$ cat src/rtl/dto_pkg.sv
package dto_pkg;

  typedef enum logic [1:0] {
    ST_IDLE = 2'd0,
    ST_RUN  = 2'd1,
    ST_RST  = 2'd2
  } dto_state_e;

  // Limit an exponent code to the largest legal value.
  function automatic logic [3:0] clamp_code(input logic [3:0] code,
                                            input logic [3:0] max_code);
    return (code > max_code) ? max_code : code;
  endfunction

endpackage

$ cat src/rtl/dto_expreg.sv
module dto_expreg
  import dto_pkg::*;
#(
  parameter int WORD_W     = 32,
  parameter int CODE_W     = 4,
  parameter int FIELD_LSB  = 16,
  parameter int MAX_CODE   = 14,
  parameter int RESET_CODE = 14,
  parameter int BASE_SHIFT = 13,
  parameter int CNT_W      = BASE_SHIFT + MAX_CODE + 1
) (
  input  logic              clk,
  input  logic              rst_n,
  input  logic              ctl_we,
  input  logic [WORD_W-1:0] ctl_wdata,
  output logic [CNT_W-1:0]  lim_new
);

  localparam logic [CODE_W-1:0] MAX_C = CODE_W'(MAX_CODE);
  localparam logic [CODE_W-1:0] RST_C = CODE_W'(RESET_CODE);

  logic [CODE_W-1:0] code_q;
  logic [CODE_W-1:0] code_d;
  logic [CODE_W-1:0] code_c;
  logic [31:0]       exp_sum;

  always_comb begin
    code_d = code_q;
    if (ctl_we) begin
      code_d = ctl_wdata[FIELD_LSB +: CODE_W];
    end
  end

  always_ff @(posedge clk or negedge rst_n) begin
    if (!rst_n) begin
      code_q <= RST_C;
    end else begin
      code_q <= code_d;
    end
  end

  assign code_c  = clamp_code(code_q, MAX_C);
  assign exp_sum = 32'(code_c) + 32'(BASE_SHIFT);

  // One-hot limit: bit k set when the clamped exponent plus shift equals k.
  for (genvar g = 0; g < CNT_W; g++) begin : g_lim
    assign lim_new[g] = (exp_sum == 32'(g));
  end

endmodule

$ cat src/rtl/dto_count.sv
module dto_count #(
  parameter int CNT_W = 28
) (
  input  logic             clk,
  input  logic             rst_n,
  input  logic             load,
  input  logic             clr,
  input  logic             cnt_en,
  input  logic [CNT_W-1:0] lim_new,
  output logic [CNT_W-1:0] cnt_q,
  output logic [CNT_W-1:0] lim_q,
  output logic             hit
);

  logic [CNT_W-1:0] cnt_d;
  logic [CNT_W-1:0] lim_d;
  logic [CNT_W-1:0] cnt_inc;

  assign cnt_inc = cnt_q + CNT_W'(1);

  always_comb begin
    cnt_d = cnt_q;
    lim_d = lim_q;
    if (load) begin
      cnt_d = '0;
      lim_d = lim_new;
    end else if (clr) begin
      cnt_d = '0;
    end else if (cnt_en) begin
      cnt_d = cnt_inc;
    end
  end

  always_ff @(posedge clk or negedge rst_n) begin
    if (!rst_n) begin
      cnt_q <= '0;
      lim_q <= '0;
    end else begin
      cnt_q <= cnt_d;
      lim_q <= lim_d;
    end
  end

  // The tick that would bring the count up to the limit ends the window.
  assign hit = cnt_en && (cnt_inc == lim_q);

endmodule

$ cat src/rtl/dto_ctrl.sv
module dto_ctrl
  import dto_pkg::*;
#(
  parameter int RST_CYC = 2,
  parameter int RC_W    = (RST_CYC > 1) ? $clog2(RST_CYC) : 1
) (
  input  logic       clk,
  input  logic       rst_n,
  input  logic       sd_ce,
  input  logic       win_start,
  input  logic       data_done,
  input  logic       dreset_req,
  input  logic       hit,
  input  logic       clr_bit,
  output logic       load,
  output logic       clr,
  output logic       cnt_en,
  output dto_state_e st_q,
  output logic       flag_q
);

  localparam logic [RC_W-1:0] RC_LAST = RC_W'(RST_CYC - 1);

  dto_state_e      st_d;
  logic [RC_W-1:0] rc_q;
  logic [RC_W-1:0] rc_d;
  logic            expire;
  logic            flag_d;

  assign cnt_en = (st_q == ST_RUN) && sd_ce;

  // Priority: data reset, then done, then restart, then expiry.
  always_comb begin
    st_d   = st_q;
    rc_d   = rc_q;
    load   = 1'b0;
    clr    = 1'b0;
    expire = 1'b0;
    if (dreset_req) begin
      st_d = ST_RST;
      rc_d = '0;
      clr  = 1'b1;
    end else begin
      case (st_q)
        ST_IDLE: begin
          if (win_start && !data_done) begin
            load = 1'b1;
            st_d = ST_RUN;
          end
        end
        ST_RUN: begin
          if (data_done) begin
            clr  = 1'b1;
            st_d = ST_IDLE;
          end else if (win_start) begin
            load = 1'b1;
          end else if (hit) begin
            expire = 1'b1;
            clr    = 1'b1;
            st_d   = ST_IDLE;
          end
        end
        ST_RST: begin
          clr = 1'b1;
          if (rc_q == RC_LAST) begin
            st_d = ST_IDLE;
          end else begin
            rc_d = rc_q + RC_W'(1);
          end
        end
        default: begin
          st_d = ST_IDLE;
        end
      endcase
    end
  end

  // Set beats clear so a fresh expiry is never lost.
  always_comb begin
    flag_d = flag_q;
    if (expire) begin
      flag_d = 1'b1;
    end else if (clr_bit) begin
      flag_d = 1'b0;
    end
  end

  always_ff @(posedge clk or negedge rst_n) begin
    if (!rst_n) begin
      st_q   <= ST_IDLE;
      rc_q   <= '0;
      flag_q <= 1'b0;
    end else begin
      st_q   <= st_d;
      rc_q   <= rc_d;
      flag_q <= flag_d;
    end
  end

endmodule

$ cat src/rtl/sd_dto_timer.sv
module sd_dto_timer
  import dto_pkg::*;
#(
  parameter int WORD_W     = 32,
  parameter int CODE_W     = 4,
  parameter int FIELD_LSB  = 16,
  parameter int MAX_CODE   = 14,
  parameter int RESET_CODE = 14,
  parameter int BASE_SHIFT = 13,
  parameter int CNT_W      = BASE_SHIFT + MAX_CODE + 1,
  parameter int TO_BIT     = 4,
  parameter int RST_CYC    = 2
) (
  input  logic              clk,
  input  logic              rst_n,
  input  logic              sd_ce,
  input  logic              ctl_we,
  input  logic [WORD_W-1:0] ctl_wdata,
  input  logic              win_start,
  input  logic              data_done,
  input  logic              dreset_req,
  input  logic              w1c_we,
  input  logic [WORD_W-1:0] w1c_data,
  output logic              dto_flag,
  output logic              dto_idle,
  output logic              dreset_busy
);

  logic [CNT_W-1:0] lim_new;
  logic [CNT_W-1:0] cnt_q;
  logic [CNT_W-1:0] lim_q;
  logic             hit;
  logic             load;
  logic             clr;
  logic             cnt_en;
  logic             clr_bit;
  logic             run_s;
  dto_state_e       st_q;
  logic             unused_wbits;

  assign clr_bit      = w1c_we && w1c_data[TO_BIT];
  assign unused_wbits = ^{ctl_wdata, w1c_data};

  dto_expreg #(
    .WORD_W    (WORD_W),
    .CODE_W    (CODE_W),
    .FIELD_LSB (FIELD_LSB),
    .MAX_CODE  (MAX_CODE),
    .RESET_CODE(RESET_CODE),
    .BASE_SHIFT(BASE_SHIFT),
    .CNT_W     (CNT_W)
  ) u_exp (
    .clk      (clk),
    .rst_n    (rst_n),
    .ctl_we   (ctl_we),
    .ctl_wdata(ctl_wdata),
    .lim_new  (lim_new)
  );

  dto_count #(
    .CNT_W(CNT_W)
  ) u_cnt (
    .clk    (clk),
    .rst_n  (rst_n),
    .load   (load),
    .clr    (clr),
    .cnt_en (cnt_en),
    .lim_new(lim_new),
    .cnt_q  (cnt_q),
    .lim_q  (lim_q),
    .hit    (hit)
  );

  dto_ctrl #(
    .RST_CYC(RST_CYC)
  ) u_ctl (
    .clk       (clk),
    .rst_n     (rst_n),
    .sd_ce     (sd_ce),
    .win_start (win_start),
    .data_done (data_done),
    .dreset_req(dreset_req),
    .hit       (hit),
    .clr_bit   (clr_bit),
    .load      (load),
    .clr       (clr),
    .cnt_en    (cnt_en),
    .st_q      (st_q),
    .flag_q    (dto_flag)
  );

  assign run_s       = (st_q == ST_RUN);
  assign dto_idle    = (st_q == ST_IDLE);
  assign dreset_busy = (st_q == ST_RST);

endmodule

$ cat config.mk
export PLATFORM = sky130hd
export DESIGN_NAME = sd_dto_timer
export DESIGN_NICKNAME = d
export VERILOG_FILES = /design/src/rtl/dto_pkg.sv /design/src/rtl/dto_expreg.sv /design/src/rtl/dto_count.sv /design/src/rtl/dto_ctrl.sv /design/src/rtl/sd_dto_timer.sv
export SDC_FILE = /design/constraint.sdc
export NUM_CORES = 1
export LEC_CHECK = 0
export ABC_AREA = 0
export BUFFER_PORTS_ARGS = -buffer_cell sky130_fd_sc_hd__buf_4
export CAP_MARGIN = 40
export CORE_ASPECT_RATIO = 0.5
export CORE_MARGIN = 2
export CORE_UTILIZATION = 60
export CTS_CLUSTER_SIZE = 30
export DETAILED_ROUTE_END_ITERATION = 10
export GPL_TIMING_DRIVEN = 0
export PLACE_DENSITY = 0.84
export SETUP_SLACK_MARGIN = 0.15
export SKIP_CTS_REPAIR_TIMING = 1
export SLEW_MARGIN = 40
export SYNTH_ARGS = -nofsm -noshare
export SYNTH_HDL_FRONTEND = slang
export SYNTH_SLANG_ARGS = --single-unit
$ cat constraint.sdc
create_clock -name clk -period 7.4 [get_ports clk]
set_input_delay 0.74 -clock clk [delete_from_list [all_inputs] [get_ports clk]]
set_output_delay 0.74 -clock clk [all_outputs]
set_load 0.01 [all_outputs]
==> run metrics <==
total negative slack 0 ps; cell area after synthesis 4030 um^2; routed wire length between 10,000 and 15,000 um; CP endpoint kind flip-flop; drt initial violations between 300 and 400; # port buffers 15; Power Density between 200 and 250 nW/um^2; Setup Skew about 4.5 ps; dpl ws about 3900 ps; top area cells in the synthesized netlist dfrtp_1 38%, xnor2_1 5.9%, nand2_1 5.2%, o21ai_0 4.6%, and2_1 4.5%; GRT Residual Overflow 0; die width ~120 um; Leak Pwr 1.86 nW; Fin. Hold Viols 0; CTS H-tree depth 3; post-synthesis sequential area ratio 0.399; Root Buffer clkbuf_16; Clk Latency, worst-skew pair between 300 and 400 ps; CP Max Fanout 10; Clock Sinks 64; largest net degree at the start of global routing 65; post-synthesis cell count approximately 460; critical path class flip-flop to flip-flop; Yosys top cell by area dfrtp_1; drt via density between 6 and 7; VDD IR max approximately 0.18 mV; final worst slack between 3000 and 4000 ps; Max Slew Vio Count 0; Clock Path Buffers 2; Starting Density 0.611; area fraction of the dominant cell type after synthesis 0.379; row cnt 21; EDFF count, synth 0; GPL Wtd Cong roughly 1; Final period util 0.490; Synth Flop Type dfrtp_1; Die Area between 7000 and 8000 um^2; status finished, final reports clean; Syn-to-layout area delta 13.9%; Mapped Nets about 530; Top Ports 75; Vias 3,580; die height 61.9 um; HPWL Detailed roughly 7000 um; Total Routing Usage GR 0.290; Inserted Diodes 0; post-layout minimum cycle time roughly 3600 ps; number of global-route vias before repair approximately 3.3k; yosys warns 0; RSZ-0062 raised after global routing no; slew margin rel. 0.551; Post-synth top cells 61 x dfrtp_1, 56 x nand2_1, 37 x o21ai_0, 29 x and2_1, 27 x xnor2_1; # setup viols final 0; Hold WC Path Type primary input to asynchronous set/reset pin; share of cells above drive strength 1 0.121; CTS tree built; Worst-Margin Slew approximately 670 ps; Post-DP Area ~4300 um^2; Yosys reg bits 64; startpoint class of the critical path flip-flop; Placed Cells around 570; CTS buffer count 9; max_cap viols 0; fraction of registers with async set or reset after synthesis 1.00; Routed WL per cell ~18 um; post-synth cell types 59; Reg clk slew, reported paths roughly 50 ps; antenna violations before repair 0; fin cells around 580; # fillers slightly above 500; first-pass detailed-route iteration total 5; Detail Route Antenna Nets 0; WP data arrival approximately 3900 ps; post-route cell area ~4600 um^2; layout net count 560; first-pass GRT wire length between 15,000 and 20,000 um; Syn Area/Cell about 9 um^2; Tot Pwr between 0.0009 and 0.001 W; fmax between 200 and 300 MHz; CP required about 7600 ps; DR DRC count 0; most common cell in the netlist dfrtp_1; core area roughly 6600 um^2
==> flip-flops by register name, summed over array words and instances, names as in the netlist <==
signal,count
u_ctl.st_q,2
u_exp.code_q,4
u_ctl.flag_q,1
u_cnt.cnt_q,28
u_ctl.rc_q,1
u_cnt.lim_q,28
==> per-stage QoR <==
stage | utilization | hold WS [ps]
6_report | 0.695 | 372
5_1_grt | 0.695 | 452
4_1_cts | 0.695 | 496
3_5_place_dp | 0.647 | 485
3_3_place_gp | 0.645 | 461
2_1_floorplan | - | 444
==> final cells by class <==
type | instances | area, um^2 | area share
multi-input combinational | 361 | 2290 | 0.498
sequential | 64 | 1610 | 0.350
clock buffer | 13 | 250 | 0.0546
buffer | 28 | 129 | 0.0281
timing repair buffer | 15 | 116 | 0.0254
tap | 92 | 115 | 0.0251
clock inverter | 3 | 65.1 | 0.0142
inverter | 5 | 18.8 | 0.00409
==> cells in the final DEF (no fill, tap or decap), types with 4 or more instances in the layout <==
cell type	synthesis	final
nand2_1	56	56
and4_1	4	4
ha_1	4	4
nor3_1	14	13
nor4_1	10	9
o41ai_1	8	8
xor2_1	8	8
nand4_1	9	9
nand4b_1	4	4
xnor2_1	27	27
nand3_1	11	11
dfrtp_1	61	61
clkbuf_16	0	9
nor2_1	22	22
inv_1	5	5
a21oi_1	19	19
and3_1	6	6
nor2b_1	17	17
a22oi_1	6	6
mux2_2	4	4
or3_1	8	8
buf_2	6	6
buf_4	0	14
o31ai_1	10	10
clkbuf_1	19	22
o21ai_0	37	37
and2_1	29	29
nand2b_1	6	6
==> where the power goes <==
| group | total [W] | switching (W) | internal, W |
|---|---|---|---|
| logic | 0.000118 | 0.0000692 | 0.0000490 |
| registers | 0.000378 | 0.0000127 | 0.000366 |
| clock network | 0.000454 | 0.000150 | 0.000304 |
==> path summary, 6_finish.rpt <==
kind,from,cells after the start,slack [ps],to
min in group clk,u_ctl.flag_q,2,480,u_ctl.flag_q
max in group asynchronous,rst_n,1,6600,u_cnt.lim_q[7]
setup reg to reg,u_cnt.cnt_q[0],10,3770,u_cnt.cnt_q[0]
setup / recovery,u_cnt.cnt_q[0],10,3770,u_cnt.cnt_q[0]
hold / removal,rst_n,1,370,u_cnt.cnt_q[17]
hold reg to reg,u_ctl.flag_q,2,480,u_ctl.flag_q
==> layer usage <==
layer | up-vias | GRT usage | share of wire
li1 | 1706 | - | -
met1 | 1715 | 0.382 | 0.45
met2 | 142 | 0.474 | 0.45
met3 | 17 | 0.0766 | 0.085
met4 | 0 | 0.113 | 0.017
met5 | - | 0 | 0
==> kinds of logic (layout without fill, tap and decap cells) <==
group / Yosys count / after routing / share of synthesized area
compound gates: 103 / 103 / 0.162
flops: 64 / 64 / 0.399
fa+ha+maj: 4 / 4 / 0.0124
simple gates: 214 / 214 / 0.300
xor+xnor: 35 / 35 / 0.0761
buf+inv: 33 / 64 / 0.0367
mux: 5 / 5 / 0.0137
==> worst max-delay path: stages (launching register included) <==
cell and delay (ps):
dfrtp_1 450, ha_1 380, nand4_2 250, or4_4 640, or3_1 340, o2bb2ai_1 150, nor4_2 210, nand4b_2 250
a211o_2 490, buf_6 190, and2_1 140
No activity file was read; power rests on OpenSTA's default activity.
